<file path="src/rtl/coinc_pkg.sv">
package coinc_pkg;

    localparam int NUM_CH = 4;
    localparam int CH_W   = 2;
    localparam int HIT_W  = 4;
    localparam int IDX_W  = HIT_W + 1;
    localparam int TBL_N  = 1 << IDX_W;

    localparam logic [HIT_W-1:0] START_MASK = 4'b0011;
    localparam logic [HIT_W-1:0] STOP_MASK  = 4'b1100;
    localparam logic [CH_W-1:0]  LAST_CH    = CH_W'(NUM_CH - 1);

    typedef enum logic [2:0] {
        ST_IDLE,
        ST_WIN,
        ST_DECIDE,
        ST_CONV,
        ST_OUT
    } seq_state_e;

    typedef struct packed {
        logic [HIT_W-1:0] hits;
        logic             sf;
    } ev_tag_t;

    function automatic logic stop_first(input logic [HIT_W-1:0] p);
        return ((p & STOP_MASK) != '0) && ((p & START_MASK) == '0);
    endfunction

    function automatic logic [IDX_W-1:0] tbl_index(input ev_tag_t t);
        return {t.hits, t.sf};
    endfunction

endpackage

</file>
<file path="src/rtl/coinc_lut.sv">
module coinc_lut
    import coinc_pkg::*;
(
    input  logic             clk,
    input  logic             rst,
    input  logic             we_i,
    input  logic [IDX_W-1:0] waddr_i,
    input  logic             wdata_i,
    input  logic [IDX_W-1:0] raddr_i,
    output logic             rdata_o
);

    logic [TBL_N-1:0] entry_q;

    generate
        for (genvar i = 0; i < TBL_N; i++) begin : g_entry
            always_ff @(posedge clk) begin
                if (rst)
                    entry_q[i] <= 1'b0;
                else if (we_i && waddr_i == IDX_W'(i))
                    entry_q[i] <= wdata_i;
            end
        end
    endgenerate

    assign rdata_o = entry_q[raddr_i];

endmodule

</file>
<file path="src/rtl/coinc_capture.sv">
module coinc_capture
    import coinc_pkg::*;
(
    input  logic             clk,
    input  logic             rst,
    input  logic             open_i,
    input  logic             grow_i,
    input  logic [HIT_W-1:0] pulse_i,
    output ev_tag_t          tag_o
);

    ev_tag_t tag_q;

    always_ff @(posedge clk) begin
        if (rst) begin
            tag_q <= '0;
        end else if (open_i) begin
            tag_q.hits <= pulse_i;
            tag_q.sf   <= stop_first(pulse_i);
        end else if (grow_i) begin
            tag_q.hits <= tag_q.hits | pulse_i;
        end
    end

    assign tag_o = tag_q;

    AST_FLAG_STABLE: assert property (@(posedge clk) disable iff (rst)
        (grow_i && !open_i) |=> $stable(tag_q.sf)) else $error("flag moved in window");

endmodule

</file>
<file path="src/rtl/coinc_readout.sv">
module coinc_readout
    import coinc_pkg::*;
#(
    parameter int DW = 12
) (
    input  logic                 clk,
    input  logic                 rst,
    input  logic                 start_i,
    input  logic                 rdy_i,
    input  logic [DW-1:0]        data_i,
    output logic                 req_o,
    output logic [CH_W-1:0]      ch_o,
    output logic                 done_o,
    output logic [NUM_CH*DW-1:0] res_o
);

    logic            active_q;
    logic [CH_W-1:0] ch_q;
    logic            take;

    assign take = active_q && rdy_i;

    always_ff @(posedge clk) begin
        if (rst) begin
            active_q <= 1'b0;
            ch_q     <= '0;
        end else if (start_i) begin
            active_q <= 1'b1;
            ch_q     <= '0;
        end else if (take) begin
            if (ch_q == LAST_CH)
                active_q <= 1'b0;
            else
                ch_q <= ch_q + 1'b1;
        end
    end

    generate
        for (genvar k = 0; k < NUM_CH; k++) begin : g_res
            always_ff @(posedge clk) begin
                if (rst)
                    res_o[k*DW +: DW] <= '0;
                else if (take && ch_q == CH_W'(k))
                    res_o[k*DW +: DW] <= data_i;
            end
        end
    endgenerate

    assign req_o  = active_q;
    assign ch_o   = ch_q;
    assign done_o = take && (ch_q == LAST_CH);

    AST_CONV_HOLD: assert property (@(posedge clk) disable iff (rst)
        (req_o && !rdy_i) |=> (req_o && $stable(ch_o))) else $error("request dropped");
    AST_CONV_ORDER: assert property (@(posedge clk) disable iff (rst)
        (req_o && rdy_i && ch_o != LAST_CH) |=> (req_o && ch_o == $past(ch_o) + 1'b1)) else $error("order");
    AST_CONV_FIRST: assert property (@(posedge clk) disable iff (rst)
        $rose(req_o) |-> (ch_o == '0)) else $error("first channel");

endmodule

</file>
<file path="src/rtl/coinc_accept_seq.sv">
module coinc_accept_seq
    import coinc_pkg::*;
#(
    parameter int WIN_W = 8,
    parameter int TDC_W = 12,
    parameter int CNT_W = 16
) (
    input  logic                    clk,
    input  logic                    rst,
    input  logic [3:0]              pulse_i,
    input  logic [WIN_W-1:0]        win_len_i,
    input  logic                    sf_ok_i,
    input  logic                    rates_only_i,
    input  logic                    tbl_we_i,
    input  logic [4:0]              tbl_addr_i,
    input  logic                    tbl_data_i,
    output logic                    conv_req_o,
    output logic [1:0]              conv_ch_o,
    input  logic                    conv_rdy_i,
    input  logic [TDC_W-1:0]        conv_data_i,
    output logic                    ev_valid_o,
    input  logic                    ev_ready_i,
    output logic [3:0]              ev_hits_o,
    output logic                    ev_sf_o,
    output logic [4*TDC_W-1:0]      ev_tdc_o,
    output logic [CNT_W-1:0]        evt_count_o
);

    localparam int WC_W = WIN_W + 1;

    seq_state_e       state_q;
    logic [WIN_W-1:0] win_cnt_q;
    logic [CNT_W-1:0] cnt_q;
    ev_tag_t          tag;
    logic             open_ev, grow, win_last, tbl_bit, accept, deciding;
    logic             ro_start, ro_done;

    assign open_ev  = (state_q == ST_IDLE) && (pulse_i != '0);
    assign grow     = (state_q == ST_WIN);
    assign deciding = (state_q == ST_DECIDE);
    assign win_last = (WC_W'(win_cnt_q) + WC_W'(1)) >= WC_W'(win_len_i);
    assign accept   = tbl_bit && (!tag.sf || sf_ok_i);
    assign ro_start = deciding && accept && !rates_only_i;

    coinc_lut u_lut (
        .clk     (clk),
        .rst     (rst),
        .we_i    (tbl_we_i),
        .waddr_i (tbl_addr_i),
        .wdata_i (tbl_data_i),
        .raddr_i (tbl_index(tag)),
        .rdata_o (tbl_bit)
    );

    coinc_capture u_cap (
        .clk     (clk),
        .rst     (rst),
        .open_i  (open_ev),
        .grow_i  (grow),
        .pulse_i (pulse_i),
        .tag_o   (tag)
    );

    coinc_readout #(.DW(TDC_W)) u_ro (
        .clk     (clk),
        .rst     (rst),
        .start_i (ro_start),
        .rdy_i   (conv_rdy_i),
        .data_i  (conv_data_i),
        .req_o   (conv_req_o),
        .ch_o    (conv_ch_o),
        .done_o  (ro_done),
        .res_o   (ev_tdc_o)
    );

    always_ff @(posedge clk) begin
        if (rst) begin
            state_q   <= ST_IDLE;
            win_cnt_q <= '0;
            cnt_q     <= '0;
        end else begin
            unique case (state_q)
                ST_IDLE: if (open_ev) begin
                    state_q   <= ST_WIN;
                    win_cnt_q <= '0;
                end
                ST_WIN: begin
                    if (win_last) state_q <= ST_DECIDE;
                    else          win_cnt_q <= win_cnt_q + 1'b1;
                end
                ST_DECIDE: begin
                    if (accept) cnt_q <= cnt_q + 1'b1;
                    state_q <= ro_start ? ST_CONV : ST_IDLE;
                end
                ST_CONV: if (ro_done) state_q <= ST_OUT;
                ST_OUT:  if (ev_ready_i) state_q <= ST_IDLE;
                default: state_q <= ST_IDLE;
            endcase
        end
    end

    assign ev_valid_o  = (state_q == ST_OUT);
    assign ev_hits_o   = tag.hits;
    assign ev_sf_o     = tag.sf;
    assign evt_count_o = cnt_q;

    AST_OUT_HOLD: assert property (@(posedge clk) disable iff (rst)
        (ev_valid_o && !ev_ready_i) |=> (ev_valid_o && $stable(ev_hits_o) && $stable(ev_sf_o)
                                         && $stable(ev_tdc_o))) else $error("record lost");
    AST_RATES_NOREQ: assert property (@(posedge clk) disable iff (rst)
        (deciding && rates_only_i) |=> (!conv_req_o && !ev_valid_o)) else $error("rates conv");
    AST_SF_VETO: assert property (@(posedge clk) disable iff (rst)
        (deciding && tag.sf && !sf_ok_i) |=> (state_q == ST_IDLE && $stable(evt_count_o))) else $error("veto");
    AST_CNT_STEP: assert property (@(posedge clk) disable iff (rst)
        !$stable(evt_count_o) |-> (evt_count_o == $past(evt_count_o) + 1'b1)) else $error("count step");
    AST_NO_OVERLAP: assert property (@(posedge clk) disable iff (rst)
        !(conv_req_o && ev_valid_o)) else $error("overlap");

endmodule

</file>
<file path="config.mk">
export PLATFORM = sky130hd
export DESIGN_NAME = coinc_accept_seq
export DESIGN_NICKNAME = d
export VERILOG_FILES = /design/src/rtl/coinc_pkg.sv /design/src/rtl/coinc_lut.sv /design/src/rtl/coinc_capture.sv /design/src/rtl/coinc_readout.sv /design/src/rtl/coinc_accept_seq.sv
export SDC_FILE = /design/constraint.sdc
export NUM_CORES = 1
export LEC_CHECK = 0
export BUFFER_PORTS_ARGS = -buffer_cell sky130_fd_sc_hd__buf_4
export CAP_MARGIN = 20
export CORE_MARGIN = 8
export CORE_UTILIZATION = 49
export DETAILED_ROUTE_END_ITERATION = 12
export PLACE_DENSITY = 0.81
export SLEW_MARGIN = 10
export SYNTH_ARGS = -nofsm -noshare
export SYNTH_HDL_FRONTEND = slang
export SYNTH_SLANG_ARGS = --single-unit
</file>
<file path="constraint.sdc">
create_clock -name clk -period 2.8 [get_ports clk]
set_clock_uncertainty 0.1 [all_clocks]
set_input_delay 0.28 -clock clk [delete_from_list [all_inputs] [get_ports clk]]
set_output_delay 0.28 -clock clk [all_outputs]
set_load 0.01 [all_outputs]
</file>
# After elaboration in Yosys (flattened, before gate mapping)
# Cells that the tools add are included.
[classes] add_sub_neg=4 mul=0 n_div=0 order_cmp=2 n_eq_ne=43 shift=0 mux=16 bitwise=2 reduce_logical=61
[op_table] cell="$eq 5x5->1 const B" n=16
[op_table] cell="$logic_and 1x1->1" n=42
[op_table] cell="$eq 5x4->1 const B" n=8
[op_table] cell="$eq 5x3->1 const B" n=4
[op_table] cell="$add 16x1->16 const B" n=1
[op_table] cell="$mux 8" n=2
[op_table] cell="$pmux 8 s2" n=1
[op_table] cell="$pmux 3 s5" n=1
[op_table] cell="$mux 3" n=4
[op_table] cell="$eq 5x2->1 const B" n=2
[op_table] cell="$add 8x1->9 const B" n=1
[op_table] cell="$ge 9x8->1" n=1
[op_table] cell="$add 8x1->8 const B" n=1
[op_table] cell="$mux 4" n=2
[op_table] cell="$reduce_bool 2->1" n=4
[op_table] cell="$reduce_bool 4->1" n=2
[op_table] cell="$eq 3x2->1 const B" n=2
[op_table] cell="$lt 5x6->1 const B" n=1
[op_table] cell="$ne 2x2->1 const B" n=3
[op_table] cell="$reduce_and 2->1" n=3
[op_table] cell="$bmux 1 s5" n=1
[op_table] cell="$eq 5x1->1 const B" n=1
[op_table] cell="$logic_not 5->1" n=1
[op_table] cell="$eq 2x2->1 const B" n=2
[op_table] cell="other kinds (17)" n=22
[word_totals] register_bits=115 latch_bits=0 mem_bits_rw=0 mem_bits_ro=0 out_inout_bits=73 wordCells=171 n_memories=0

# Logic depth before layout (Yosys ltp)
# Gate-level depths: netlist of run 1.
[logic_depth] ltp_word=7 mapped_depth=11 mapped_depth_nobuf=11

# Modules after synthesis
# Synthesis of run 1 repeated with hierarchy kept, for this count alone.
[hier_totals] hier_cells=616 area_unflattened_um2=5688.0
[by_module_without_submodules] mod="coinc_readout" instances=1 cells_each=191 area_each_um2=2125.8
[by_module_without_submodules] mod="coinc_lut" instances=1 cells_each=205 area_each_um2=1726.7
[by_module_without_submodules] mod="coinc_accept_seq" instances=1 cells_each=199 area_each_um2=1644.1
[by_module_without_submodules] mod="coinc_capture" instances=1 cells_each=21 area_each_um2=191.4

# Worst setup path after synthesis of run 1
# No wires, ideal clock.
[synth_timing] path_type="flip-flop to flip-flop" startpoint="register win_cnt_q[2]" endpoint="register win_cnt_q[3]" setup_ns=0.091 arrival_time_ns=2.553 required_time_ns=2.609 setup_slack_ns=0.056 stages_incl_launch_ff=12 period_less_slack_ns=2.744 cell_sequence="dfxtp_1 > clkbuf_1 > nand2_1 > nor2_1 > and3_1 > xor2_1 > ha_1 > and3_1 > a2111oi_2 > o211a_1 > a41oi_1 > a311oi_1"
[synth_via] elab_chain_cells=4 word_cells_on_any_way=7 classes_between="2 x add/sub; 1 x order compare; 1 x eq/ne; 2 x mux; 1 x reduce/logical"
[synth_lines] item="start: declaration" line="coinc_accept_seq.sv:32" text="logic [WIN_W-1:0] win_cnt_q;"
[synth_lines] item="start signal: assignment" line="coinc_accept_seq.sv:89" text="else win_cnt_q <= win_cnt_q + 1'b1;"
[synth_lines] item="$add 8x1->9" line="coinc_accept_seq.sv:41" text="assign win_last = (WC_W'(win_cnt_q) + WC_W'(1)) >= WC_W'(win_len_i);"
[synth_lines] item="$ge 9x8->1" line="coinc_accept_seq.sv:41"
[synth_lines] item="$ne 2x2->1 (no line)"
[synth_lines] item="$reduce_and 3->1 (no line)"
# Parallel ways exist; a longest one is shown, timed or not. The select of a mux whose other input is x is not followed.
# A chain may end at the register's enable or synchronous reset.

# Worst setup path in the final report of run 1
[layout_timing] startpoint="register win_cnt_q[0]" endpoint="register win_cnt_q[1]"
# Same word-level chain as after synthesis.

==> results of run 1 <==
## cell usage after synthesis (all sizes together) (4+ instances only)
library cell and number:
a22oi 4, or4 5, o21ai 17, and3 8, buf 6, dfxtp 115
xnor2 4, clkbuf 34, a21oi 83, o211ai 4, or3 4, o31ai 4
mux2i 21, nand3 32, nor3 15, ha 14, nand2b 6, nor2 52
mux4 8, inv 13, xor2 6, nor2b 11, nand2 149, nand4 7
## worst max-delay path by stage
| stage | from | to | slack [ns] | cells past startpoint |
|---|---|---|---|---|
| after floorplan | win_cnt_q[2] | win_cnt_q[3] | 0.06 | 11 |
| after CTS | win_cnt_q[3] | win_cnt_q[4] | 0.05 | 11 |
| final | win_cnt_q[0] | win_cnt_q[1] | 0.09 | 11 |
| after global placement | win_cnt_q[0] | win_cnt_q[3] | 0.07 | 11 |
| after global routing | win_cnt_q[0] | win_cnt_q[2] | -0.08 | 11 |
| after detailed placement | win_cnt_q[0] | win_cnt_q[6] | -0.16 | 11 |
## state kept, by name (all words and copies together) (netlist names)
signal,flops
u_ro.res_o,48
u_lut.entry_q,32
evt_count_o,16
win_cnt_q,8
u_cap.tag_o,5
state_q,3
u_ro.ch_o,2
u_ro.req_o,1
## through the flow
stage	util	instances	cell area, um2	setup TNS, ns
CTS	0.657	926	7030	0
detailed placement	0.581	873	6220	-1.09
finish	0.667	933	7130	0
global placement	0.581	873	6220	0
global route	0.667	933	7130	-0.200
floorplan	-	651	5290	0
## where the power goes
part           switching [mW]  total, mW  internal [mW]  leakage [nW]
clock                   0.761       2.13           1.37         0.280
sequential             0.0443       1.71           1.66         0.931
combinational           0.249      0.439          0.189          1.65
## timing repair
action	4_1_cts	5_1_grt
pin swaps	3	7
setup buffers	3	7
setup endpoints to repair	10	14
endpoints found under the hold margin	56	0
hold buffers	18	0
resized for setup	4	17
## worst register-to-register path, stage by stage, from the launching register on
cell                        delay, ns
sky130_fd_sc_hd__dfxtp_4         0.36
sky130_fd_sc_hd__nand3_1         0.09
sky130_fd_sc_hd__nor2_2          0.13
sky130_fd_sc_hd__and3_1          0.18
sky130_fd_sc_hd__xor2_1          0.20
sky130_fd_sc_hd__ha_1            0.28
sky130_fd_sc_hd__and3_4          0.21
sky130_fd_sc_hd__a2111oi_4       0.41
sky130_fd_sc_hd__o211a_4         0.26
sky130_fd_sc_hd__buf_4           0.13
sky130_fd_sc_hd__o211ai_1        0.10
sky130_fd_sc_hd__a21oi_1         0.19
## kinds of logic after synthesis
group,count (synthesis),share of synthesized area
and+or+nand+nor,298,0.250
AOI/OAI and AO/OA,129,0.143
DFF,115,0.435
buffers and inverters,53,0.0402
muxes,32,0.0816
adders and majority gates,14,0.0331
xor gates and xnor gates,10,0.0166
## per-layer routing
layer	vias to the layer above	track usage	part of all wire
met2	201	0.352	0.49
met1	2443	0.244	0.41
met5	-	0	0
met3	47	0.0545	0.060
met4	0	0.115	0.038
li1	2505	-	-
## layout make-up
| class | count | area (um2) |
|---|---|---|
| well taps | 140 | 175 |
| repair buffers | 150 | 1170 |
| flip-flops and latches | 115 | 2320 |
| fillers | 826 | 3560 |
| clock inverters | 13 | 158 |
| multi-input cells | 483 | 2830 |
| inverters | 13 | 48.8 |
| clock buffers | 19 | 432 |
==> impl_results.rst, run 1 <==
.. list-table::
   :header-rows: 1

   * - Metric
     - Value
   * - Worst-case register-to-register setup slack
     - about 0.092 ns
   * - Sum of overflow across all layers after global routing
     - 0
   * - Library cell contributing the largest single delay on the critical path
     - sky130_fd_sc_hd__a2111oi_4
   * - H-tree lvl count
     - 4
   * - Final wirelength
     - roughly 16 mm
   * - Number of standard cells after synthesis
     - 651
   * - Detailed-route via count
     - 5196
   * - Crit path kind
     - reg -> reg
   * - Power density relative to cell area
     - about 600 nW/um2
   * - DR vias/cell
     - approximately 5.6
   * - Crit end category
     - register
   * - Number of nets at the end of the flow
     - roughly 830
   * - Number of antenna violations at the first check in global routing
     - 0
   * - Leading cell type in the layout, fill and taps excluded
     - sky130_fd_sc_hd__nand2_1
   * - TritonCTS buffer count
     - 17
   * - Largest stage delay, worst path
     - 0.41 ns
   * - Drt initial violations
     - 530
   * - Number of pins exceeding their max-slew limit in the final report
     - 0
   * - Total global-route track usage
     - 0.211
   * - Buffer type at the clock tree root
     - sky130_fd_sc_hd__clkbuf_8
   * - Post-route ant nets
     - 0
   * - Floorplan die area
     - 14400 um2
   * - Buffer levels on the longest clock path
     - 2
   * - Placer's final routability congestion estimate
     - about 0.89
   * - Cell Rows
     - 38
   * - Port bufs
     - 109
   * - Worst Min Path Start
     - tbl_data_i
   * - Maximum number of pins on one net before global-route repair
     - 80
   * - Clock slew seen by the registers of the worst setup and hold paths
     - 0.06 ns
   * - Setup slack at placement
     - -0.160 ns
   * - Number of unique standard cell types used by synthesis
     - 47
   * - Final period util
     - 0.967
   * - Power after layout
     - 4.28 mW
   * - Worst Path Arrival
     - 3.03 ns
   * - Core box area
     - roughly 11000 um2
   * - Critical register-to-register path startpoint
     - win_cnt_q[0]
   * - Area growth from synthesis to final layout
     - 34.9%
   * - # Max-Cap Violations
     - 0
   * - Clock insertion delay at the later pin of the skew report
     - 0.51 ns
   * - End of the worst hold path
     - u_lut.entry_q[22]
   * - Number of search-and-repair iterations in the first detailed-routing pass
     - 5
   * - Estimated wirelength of the detail-placed design
     - 10.6 mm
   * - TritonCTS sink count
     - 115
   * - Required time of the critical path
     - 3.12 ns
   * - Post-synth EDFFs
     - 0
   * - Share of synthesized area occupied by flip-flops and latches
     - 0.435
   * - Count of boundary I/O pins
     - 110
   * - Standby leakage power
     - between 2 and 3 nW
   * - Highest Clock Rate
     - 369 MHz
   * - Crit-path max FO
     - 6
   * - Synthesized net count
     - 702
   * - Total buffers and inverters traversed by the critical path
     - 1
   * - FF+latch count, synth
     - 115
   * - Average wire per standard cell
     - 16.6 um
   * - X dimension of the die
     - 120 um
   * - Die height
     - ~120 um
   * - Min setup slack post-route
     - ~0.09 ns
   * - Top FF cell, synth
     - sky130_fd_sc_hd__dfxtp_1
   * - Cell-by-cell listing of the critical path
     - nand3_1 > nor2_2 > and3_1 > xor2_1 > ha_1 > and3_4 > a2111oi_4 > o211a_4 > buf_4 > o211ai_1 > a21oi_1
   * - Worst r2r dst
     - win_cnt_q[1]
   * - Average instance area after synthesis
     - ~8 um2
   * - Worst min-delay path category
     - in -> reg
   * - Number of inserted diodes
     - 0
   * - DRC violation count after routing
     - 0
   * - Initial core utilization
     - 0.495
   * - Dominant delay contributor by cell family on the critical path
     - compound AO/OA/AOI/OAI gates
   * - Synth warn
     - 0
   * - First-pass GRT wire length
     - 25.0 mm
   * - Count of cells along the worst register-to-register path
     - 11
   * - Total of endpoints with negative setup slack in the final report
     - 0
   * - Worst rel slew slack
     - 0.445
   * - Vias in the first global route
     - 5123
   * - Total standard cell area after synthesis
     - 5290 um2
   * - Hold slack final
     - 0.0810 ns
   * - Synth area leader
     - sky130_fd_sc_hd__dfxtp_1
   * - TritonCTS clock tree
     - built
   * - Synth area leaders
     - sky130_fd_sc_hd__dfxtp_1 (44%), sky130_fd_sc_hd__nand2_1 (11%), sky130_fd_sc_hd__a21oi_1 (7.9%)
   * - Status
     - finished clean
   * - Tmin final
     - about 2.7 ns
   * - Commonest cells after routing, fill and taps aside
     - sky130_fd_sc_hd__nand2_1 (148), sky130_fd_sc_hd__buf_4 (132), sky130_fd_sc_hd__dfxtp_1 (110), sky130_fd_sc_hd__a21oi_1 (82), sky130_fd_sc_hd__nor2_1 (50)
   * - Actual slew at the worst max-slew pin
     - between 0.8 and 0.9 ns
   * - Count of cells along the worst hold path
     - 3
   * - Final Hold Vio Count
     - 0
   * - Fraction of synthesized cell area taken by the top area cell type
     - 0.435
   * - Share of layout cells above drive strength 1
     - 0.243
   * - Share of synthesized flip-flops with an asynchronous set or reset
     - 0
   * - Startpoint class of the critical path
     - register
   * - Peak ir drop on the vdd network
     - 0.000342 V
(Power assumes the default switching activity.)
==> inputs of run 2 (changes only) <==
--- a/config.mk
+++ b/config.mk
@@ -8,10 +8,11 @@
 export BUFFER_PORTS_ARGS = -buffer_cell sky130_fd_sc_hd__buf_4
 export CAP_MARGIN = 20
 export CORE_MARGIN = 8
-export CORE_UTILIZATION = 49
+export CORE_UTILIZATION = 50
 export DETAILED_ROUTE_END_ITERATION = 12
 export PLACE_DENSITY = 0.81
 export SLEW_MARGIN = 10
 export SYNTH_ARGS = -nofsm -noshare
 export SYNTH_HDL_FRONTEND = slang
+export SYNTH_HIERARCHICAL = 1
 export SYNTH_SLANG_ARGS = --single-unit
==> impl_results.rst, run 2 <==
.. list-table::
   :header-rows: 1

   * - Metric
     - Value
   * - Status
     - finished with violations
   * - Violated checks
     - negative setup slack
   * - Post-route ant nets
     - 0 (unchanged)
   * - Final wirelength
     - 14.5 mm (-6.3%)
   * - Hold-fix buffer count after cts
     - 0 (-18)
   * - Synth area leader
     - sky130_fd_sc_hd__dfxtp_1
   * - Placer's final routability congestion estimate
     - 0.839 (-5.6%)
   * - First-pass GRT wire length
     - 23.6 mm (-5.6%)
   * - Clock slew seen by the registers of the worst setup and hold paths
     - 0.06 ns (about the same)
   * - Synth top cells by count
     - sky130_fd_sc_hd__dfxtp_1 (115), sky130_fd_sc_hd__mux2i_1 (87), sky130_fd_sc_hd__nand2b_1 (70)
   * - Count of boundary I/O pins
     - 110 (unchanged)
   * - Vias in the first global route
     - 5045 (-1.5%)
   * - Critical register-to-register path startpoint
     - win_cnt_q[1]
   * - Share of synthesized flip-flops with an asynchronous set or reset
     - 0 (unchanged)
   * - Dominant delay contributor by cell family on the critical path
     - simple AND/OR/NAND/NOR gates
   * - Actual slew at the worst max-slew pin
     - 0.760 ns (-0.0702 ns)
   * - Tmin final
     - 2.83 ns (+0.123 ns)
   * - Synthesized net count
     - 667 (-5.0%)
   * - Core box area
     - 11300 um2 (+5.4%)
   * - TritonCTS sink count
     - 115 (unchanged)
   * - Total of endpoints with negative setup slack in the final report
     - 5 (+5)
   * - Cell-by-cell listing of the critical path
     - ha_4 > nand2_1 > or3_4 > xnor2_2 > ha_1 > a21o_1 > a22o_1 > or4_4 > nor3_1 > a311o_1
   * - Count of cells along the worst register-to-register path
     - 10 (-1)
   * - Placed instance area
     - 6760 um2 (+8.8%)
   * - Flip-flop count of the largest register, all copies and words added
     - 48 (unchanged)
   * - Share of synthesized area occupied by flip-flops and latches
     - 0.405 (-0.0304)
   * - Leading cell type by number of instances after synthesis
     - sky130_fd_sc_hd__dfxtp_1
   * - Maximum number of pins on one net before global-route repair
     - 130 (+63%)
   * - Net load switching power
     - 1.12 mW (+6.2%)
   * - Highest Clock Rate
     - 353 MHz (-4.4%)
   * - H-tree lvl count
     - 4 (unchanged)
   * - Synth warn
     - 6 (+6)
   * - Count of cells along the worst hold path
     - 3 (unchanged)
   * - Initial core utilization
     - 0.505 (+0.0101)
   * - Largest stage delay, worst path
     - 0.55 ns (+0.14 ns)
   * - Number of antenna violations at the first check in global routing
     - 0 (unchanged)
   * - Number of search-and-repair iterations in the first detailed-routing pass
     - 7 (+2)
   * - TritonCTS buffer count
     - 17 (unchanged)
   * - Detailed-route via count
     - 4847 (-6.7%)
   * - Average wire per standard cell
     - 16.1 um (-3.0%)
   * - Worst r2r dst
     - win_cnt_q[6]
   * - Buffer levels on the longest clock path
     - 2 (unchanged)
   * - Number of standard cells after synthesis
     - 616 (-5.4%)
   * - Sw Share
     - 0.263 (+0.0171)
   * - DR vias/cell
     - 5.38 (-3.4%)
   * - Final Hold Vio Count
     - 0 (unchanged)
   * - Post-synth EDFFs
     - 0 (unchanged)
   * - Number of inserted diodes
     - 0 (unchanged)
   * - Area growth from synthesis to final layout
     - 30.1%
   * - Min setup slack post-route
     - -0.0318 ns (-0.123 ns)
   * - Part of the power in registers
     - 0.401 (+0.002)
   * - Sum of overflow across all layers after global routing
     - 0 (unchanged)
   * - TritonCTS clock tree
     - built
   * - Layout filler cell count
     - 890 (+7.7%)
   * - Part of the total power dissipated in the clock network
     - 0.476 (-0.023)
   * - Crit-path max FO
     - 4 (-2)
   * - RSZ-0062 raised after global routing
     - true
   * - Worst Path Arrival
     - 3.08 ns (+0.05 ns)
   * - Floorplan die area
     - 15000 um2 (+4.6%)
   * - Startpoint class of the critical path
     - register
   * - Number of pins exceeding their max-slew limit in the final report
     - 0 (unchanged)
   * - Total buffers and inverters traversed by the critical path
     - 0 (-1)
   * - Synth area leaders
     - sky130_fd_sc_hd__dfxtp_1 (40%), sky130_fd_sc_hd__mux2i_1 (15%), sky130_fd_sc_hd__nand2b_1 (7.7%)
   * - Crit path kind
     - reg -> reg
   * - Internal power consumption
     - 3.13 mW (-2.9%)
   * - Share of layout cells above drive strength 1
     - 0.269 (+0.0257)
   * - Final period util
     - 1.01 (+0.0441)
   * - Peak ir drop on the vdd network
     - 0.000324 V (-5.1%)
   * - Worst min-delay path category
     - in -> reg
   * - Fraction of power consumed by combinational cells
     - 0.122 (+0.019)
   * - Register bank with the most flops
     - u_ro/res_o
   * - Required time of the critical path
     - 3.05 ns (-0.07 ns)
   * - Top FF cell, synth
     - sky130_fd_sc_hd__dfxtp_1
   * - Setup slack at placement
     - -0.0584 ns (+0.101 ns)
   * - Worst rel slew slack
     - 0.492 (+0.0461)
   * - Average instance area after synthesis
     - 9.23 um2 (+14%)
   * - Cell Rows
     - 39 (+2.6%)
   * - Buffer type at the clock tree root
     - sky130_fd_sc_hd__clkbuf_16
   * - Total global-route track usage
     - 0.195 (-0.0167)
   * - Final design area excluding fillers
     - 7400 um2 (+3.8%)
   * - Power density relative to cell area
     - 574 nW/um2 (-4.3%)
   * - Number of unique standard cell types used by synthesis
     - 61 (+30%)
   * - Port bufs
     - 109 (unchanged)
   * - Total standard cell area after synthesis
     - 5690 um2 (+7.5%)
   * - Standby leakage power
     - 3.30 nW (+15%)
   * - Drt initial violations
     - 357 (-33%)
   * - Die height
     - 123 um (+2.3%)
   * - Estimated wirelength of the detail-placed design
     - 10.2 mm (-3.3%)
   * - Worst Min Path Start
     - pulse_i[3]
   * - Number of nets at the end of the flow
     - 796 (-4.2%)
   * - Crit end category
     - register
   * - Clock insertion delay at the later pin of the skew report
     - 0.41 ns (-0.10 ns)
   * - DRC violation count after routing
     - 0 (unchanged)
   * - # Max-Cap Violations
     - 0 (unchanged)
   * - Fraction of synthesized cell area taken by the top area cell type
     - 0.405 (-0.0304)
   * - Leading cell type in the layout, fill and taps excluded
     - sky130_fd_sc_hd__buf_4
   * - End of the worst hold path
     - u_cap/tag_o[0]
   * - FF+latch count, synth
     - 115 (unchanged)
   * - Library cell contributing the largest single delay on the critical path
     - sky130_fd_sc_hd__or4_4
   * - Commonest cells after routing, fill and taps aside
     - sky130_fd_sc_hd__buf_4 (131), sky130_fd_sc_hd__dfxtp_1 (113), sky130_fd_sc_hd__mux2i_1 (87), sky130_fd_sc_hd__nand2b_1 (70), sky130_fd_sc_hd__nor2_1 (59)
   * - X dimension of the die
     - 123 um (+2.3%)
   * - Worst-case register-to-register setup slack
     - -0.03 ns (-0.12 ns)
## run 2: layout make-up
type,instances,area [um2],area share
multi-input cells,459,3260,0.440
clock buffers,17,425,0.0575
repair buffers,134,1030,0.140
clock inverters,15,134,0.0181
well taps,143,179,0.0242
inverters,18,67.6,0.00913
flip-flops and latches,115,2300,0.311
## run 2: worst reg2reg max path, cell delays in order (launching register included)
cell and delay (ns):
sky130_fd_sc_hd__dfxtp_2 0.35, sky130_fd_sc_hd__ha_4 0.14, sky130_fd_sc_hd__nand2_1 0.07, sky130_fd_sc_hd__or3_4 0.39
sky130_fd_sc_hd__xnor2_2 0.14, sky130_fd_sc_hd__ha_1 0.29, sky130_fd_sc_hd__a21o_1 0.16, sky130_fd_sc_hd__a22o_1 0.24
sky130_fd_sc_hd__or4_4 0.55, sky130_fd_sc_hd__nor3_1 0.21, sky130_fd_sc_hd__a311o_1 0.14
## run 2: how the worst max path moves through the flow
stage / from / to / slack (ns) / depth (start not counted)
CTS: win_cnt_q[0] / win_cnt_q[2] / -0.03 / 10
detailed placement: win_cnt_q[1] / win_cnt_q[0] / -0.06 / 10
global route: win_cnt_q[0] / win_cnt_q[0] / -0.18 / 10
floorplan: win_cnt_q[0] / win_cnt_q[2] / -0.03 / 10
global placement: win_cnt_q[1] / win_cnt_q[0] / 0.009 / 10
finish: win_cnt_q[1] / win_cnt_q[6] / -0.03 / 10
## run 2: power by group through the flow
stage / registers (mW) / logic, mW / clock network [mW]
2_1_floorplan: 1.74 / 0.295 / 0
5_1_grt: 1.71 / 0.565 / 2.13
6_report: 1.71 / 0.520 / 2.02
3_5_place_dp: 1.74 / 0.489 / 0
3_3_place_gp: 1.74 / 0.474 / 0
4_1_cts: 1.70 / 0.494 / 2.05
## run 2: what timing repair did
item | CTS | global route
pin swaps | 2 | 4
resized for setup | 1 | 8
endpoints found under the setup margin | 7 | 12
setup buffers | 1 | 2
## run 2: layer usage
layer | track usage | wire length, um | part of all wire
met1 | 0.218 | 6130 | 0.42
met2 | 0.332 | 7260 | 0.50
met3 | 0.0662 | 912 | 0.063
met4 | 0.0815 | 235 | 0.016
met5 | 0 | 0 | 0
## run 2: logic make-up after synthesis
logic type | synth area share
flops | 0.405
mux | 0.157
buf+inv | 0.0359
fa+ha+maj | 0.0308
xor+xnor | 0.0293
compound gates | 0.0783
simple gates | 0.264
## run 2: per-stage QoR
step | std cells | utilization | hold slack [ns] | TNS, ns | total power [mW]
after floorplan | 616 | - | 0.249 | -0.0269 | 2.03
after global placement | 866 | 0.600 | 0.358 | 0 | 2.21
after detailed placement | 866 | 0.600 | 0.362 | -0.160 | 2.23
after CTS | 899 | 0.651 | 0.0241 | -0.0817 | 4.25
after global routing | 901 | 0.657 | 0.0343 | -1.02 | 4.41
final | 901 | 0.657 | 0.0407 | -0.125 | 4.25
==> inputs of run 3 (changes only) <==
--- a/config.mk
+++ b/config.mk
@@ -8,11 +8,11 @@
 export BUFFER_PORTS_ARGS = -buffer_cell sky130_fd_sc_hd__buf_4
 export CAP_MARGIN = 20
 export CORE_MARGIN = 8
-export CORE_UTILIZATION = 50
+export CORE_UTILIZATION = 49
 export DETAILED_ROUTE_END_ITERATION = 12
 export PLACE_DENSITY = 0.81
+export REMOVE_ABC_BUFFERS = 1
 export SLEW_MARGIN = 10
 export SYNTH_ARGS = -nofsm -noshare
 export SYNTH_HDL_FRONTEND = slang
-export SYNTH_HIERARCHICAL = 1
 export SYNTH_SLANG_ARGS = --single-unit
==> impl_results.rst, run 3 (synthesized netlist as in run 1, its figures left out) <==
.. list-table::
   :header-rows: 1

   * - Metric
     - Value
   * - TritonCTS sink count
     - 115 (unchanged)
   * - Average wire per standard cell
     - 16.0 um (-0.61%)
   * - Leading cell type in the layout, fill and taps excluded
     - sky130_fd_sc_hd__nand2_1
   * - Worst rel slew slack
     - 0.436 (-0.0553)
   * - Clock insertion delay at the later pin of the skew report
     - 0.51 ns (+0.10 ns)
   * - Layout filler cell count
     - 820 (-7.9%)
   * - Worst Path Arrival
     - 2.98 ns (-0.10 ns)
   * - RSZ-0062 raised after global routing
     - false
   * - Number of pins exceeding their max-slew limit in the final report
     - 0 (unchanged)
   * - Flip-flop count of the largest register, all copies and words added
     - 48 (unchanged)
   * - Commonest cells after routing, fill and taps aside
     - sky130_fd_sc_hd__nand2_1 (149), sky130_fd_sc_hd__buf_4 (124), sky130_fd_sc_hd__dfxtp_1 (110), sky130_fd_sc_hd__a21oi_1 (83), sky130_fd_sc_hd__nor2_1 (50)
   * - Floorplan die area
     - 14400 um2 (-4.4%)
   * - Startpoint class of the critical path
     - register
   * - Port bufs
     - 109 (unchanged)
   * - Core box area
     - 10700 um2 (-5.1%)
   * - Buffer type at the clock tree root
     - sky130_fd_sc_hd__clkbuf_8
   * - Post-route ant nets
     - 0 (unchanged)
   * - Buffer levels on the longest clock path
     - 2 (unchanged)
   * - Crit end category
     - register
   * - H-tree lvl count
     - 4 (unchanged)
   * - Worst min-delay path category
     - in -> reg
   * - DRC violation count after routing
     - 0 (unchanged)
   * - Register bank with the most flops
     - u_ro.res_o
   * - Power after layout
     - 4.28 mW (+0.61%)
   * - Share of layout cells above drive strength 1
     - 0.236 (-0.0328)
   * - Status
     - finished clean
   * - Required time of the critical path
     - 3.13 ns (+0.08 ns)
   * - Die height
     - 120 um (-2.2%)
   * - Peak ir drop on the vdd network
     - 0.000746 V (+130%)
   * - Min setup slack post-route
     - 0.143 ns (+0.175 ns)
   * - Setup slack at placement
     - -0.0890 ns (-0.0307 ns)
   * - Tmin final
     - 2.66 ns (-0.175 ns)
   * - TritonCTS buffer count
     - 17 (unchanged)
   * - DR vias/cell
     - 5.51 (+2.5%)
   * - Total global-route track usage
     - 0.207 (+0.0121)
   * - Detailed-route via count
     - 5111 (+5.4%)
   * - Sum of overflow across all layers after global routing
     - 0 (unchanged)
   * - First-pass GRT wire length
     - 24.4 mm (+3.3%)
   * - Power density relative to cell area
     - 600 nW/um2 (+4.5%)
   * - Area growth from synthesis to final layout
     - 34.7%
   * - TritonCTS clock tree
     - built
   * - Cell Rows
     - 38 (-2.6%)
   * - Drt initial violations
     - 536 (+50%)
   * - Final Hold Vio Count
     - 0 (unchanged)
   * - Vias in the first global route
     - 5098 (+1.1%)
   * - Number of antenna violations at the first check in global routing
     - 0 (unchanged)
   * - Total of endpoints with negative setup slack in the final report
     - 0 (-5)
   * - Estimated wirelength of the detail-placed design
     - 10.4 mm (+1.5%)
   * - Placer's final routability congestion estimate
     - 0.910 (+8.5%)
   * - Highest Clock Rate
     - 376 MHz (+6.6%)
   * - Initial core utilization
     - 0.495 (-0.0101)
   * - Number of search-and-repair iterations in the first detailed-routing pass
     - 5 (-2)
   * - Final wirelength
     - 14.9 mm (+2.3%)
   * - Actual slew at the worst max-slew pin
     - 0.846 ns (+0.0857 ns)
   * - Crit path kind
     - reg -> reg
   * - Clock slew seen by the registers of the worst setup and hold paths
     - 0.06 ns (about the same)
   * - Count of boundary I/O pins
     - 110 (unchanged)
   * - Number of inserted diodes
     - 0 (unchanged)
   * - Standby leakage power
     - 2.86 nW (-14%)
   * - Crit-path max FO
     - 6 (+2)
   * - Number of nets at the end of the flow
     - 825 (+3.6%)
   * - Setup TNS
     - 0 ns (+0.125 ns)
   * - X dimension of the die
     - 120 um (-2.2%)
   * - # Max-Cap Violations
     - 0 (unchanged)
   * - Maximum number of pins on one net before global-route repair
     - 84 (-35%)
   * - Final period util
     - 0.949 (-0.0625)
-- run 3: cell types whose count changed in the layout (fill, tap and decap cells not counted), sizes merged, moves of 8 or more --
cell | previous run | this run
a21oi | 26 | 83
buf | 134 | 126
dlygate4sd3 | 0 | 18
mux2i | 87 | 21
mux4 | 0 | 8
nand2 | 50 | 149
nand2b | 71 | 6
nand3 | 22 | 32
nor4 | 9 | 0
xnor2 | 15 | 4
-- run 3: routing by layer --
| layer | share of wire | wire (um) | GRT usage |
|---|---|---|---|
| met1 | 0.40 | 5970 | 0.229 |
| met2 | 0.51 | 7640 | 0.361 |
| met3 | 0.055 | 822 | 0.0620 |
| met4 | 0.029 | 436 | 0.0882 |
| met5 | 0 | 0 | 0 |
-- run 3: critical path, cell delays in order, from the launching register on --
cell                        delay, ns
sky130_fd_sc_hd__dfxtp_4         0.38
sky130_fd_sc_hd__ha_4            0.15
sky130_fd_sc_hd__nand3_2         0.09
sky130_fd_sc_hd__buf_4           0.15
sky130_fd_sc_hd__xnor2_2         0.13
sky130_fd_sc_hd__ha_1            0.29
sky130_fd_sc_hd__a21o_1          0.22
sky130_fd_sc_hd__a2111oi_4       0.37
sky130_fd_sc_hd__o211a_1         0.31
sky130_fd_sc_hd__buf_6           0.14
sky130_fd_sc_hd__o211ai_1        0.08
sky130_fd_sc_hd__a21oi_1         0.16
-- run 3: path summary, 6_finish.rpt --
path	startpoint	to	slack (ns)	depth (start not counted)
setup / recovery	win_cnt_q[0]	win_cnt_q[1]	0.14	11
setup reg to reg	win_cnt_q[0]	win_cnt_q[1]	0.14	11
hold / removal	tbl_data_i	u_lut.entry_q[23]	0.08	3
hold reg to reg	u_ro.res_o[44]	u_ro.res_o[44]	0.35	2
-- run 3: cell type report --
type	instances	area (um2)	share of cell area
multi-input cells	483	2850	0.400
flip-flops and latches	115	2320	0.325
repair buffers	144	1140	0.160
clock buffers	22	463	0.0650
well taps	140	175	0.0246
clock inverters	10	130	0.0183
inverters	13	48.8	0.00685
-- run 3: report_power, final --
group          switching (mW)  internal [mW]  total [mW]
combinational           0.233          0.188       0.421
clock                   0.736           1.42        2.15
sequential             0.0418           1.66        1.70
total                    1.01           3.27        4.28
-- run 3: metrics by stage --
step           instance area, um2  utilization  hold WS (ns)  instances
6_report                     7120        0.666        0.0753        927
2_1_floorplan                5130            -         0.249        611
5_1_grt                      7120        0.666        0.0765        927
3_5_place_dp                 6240        0.584         0.350        875
3_3_place_gp                 6240        0.584         0.343        875
4_1_cts                      7030        0.658        0.0633        926
-- run 3: what timing repair did --
item                                    CTS  global route
resized for setup                         2            20
endpoints found under the setup margin    9            10
buffers inserted                          1             1
pin swaps                                 2             8
endpoints found under the hold margin    56             0
hold buffers                             18             0
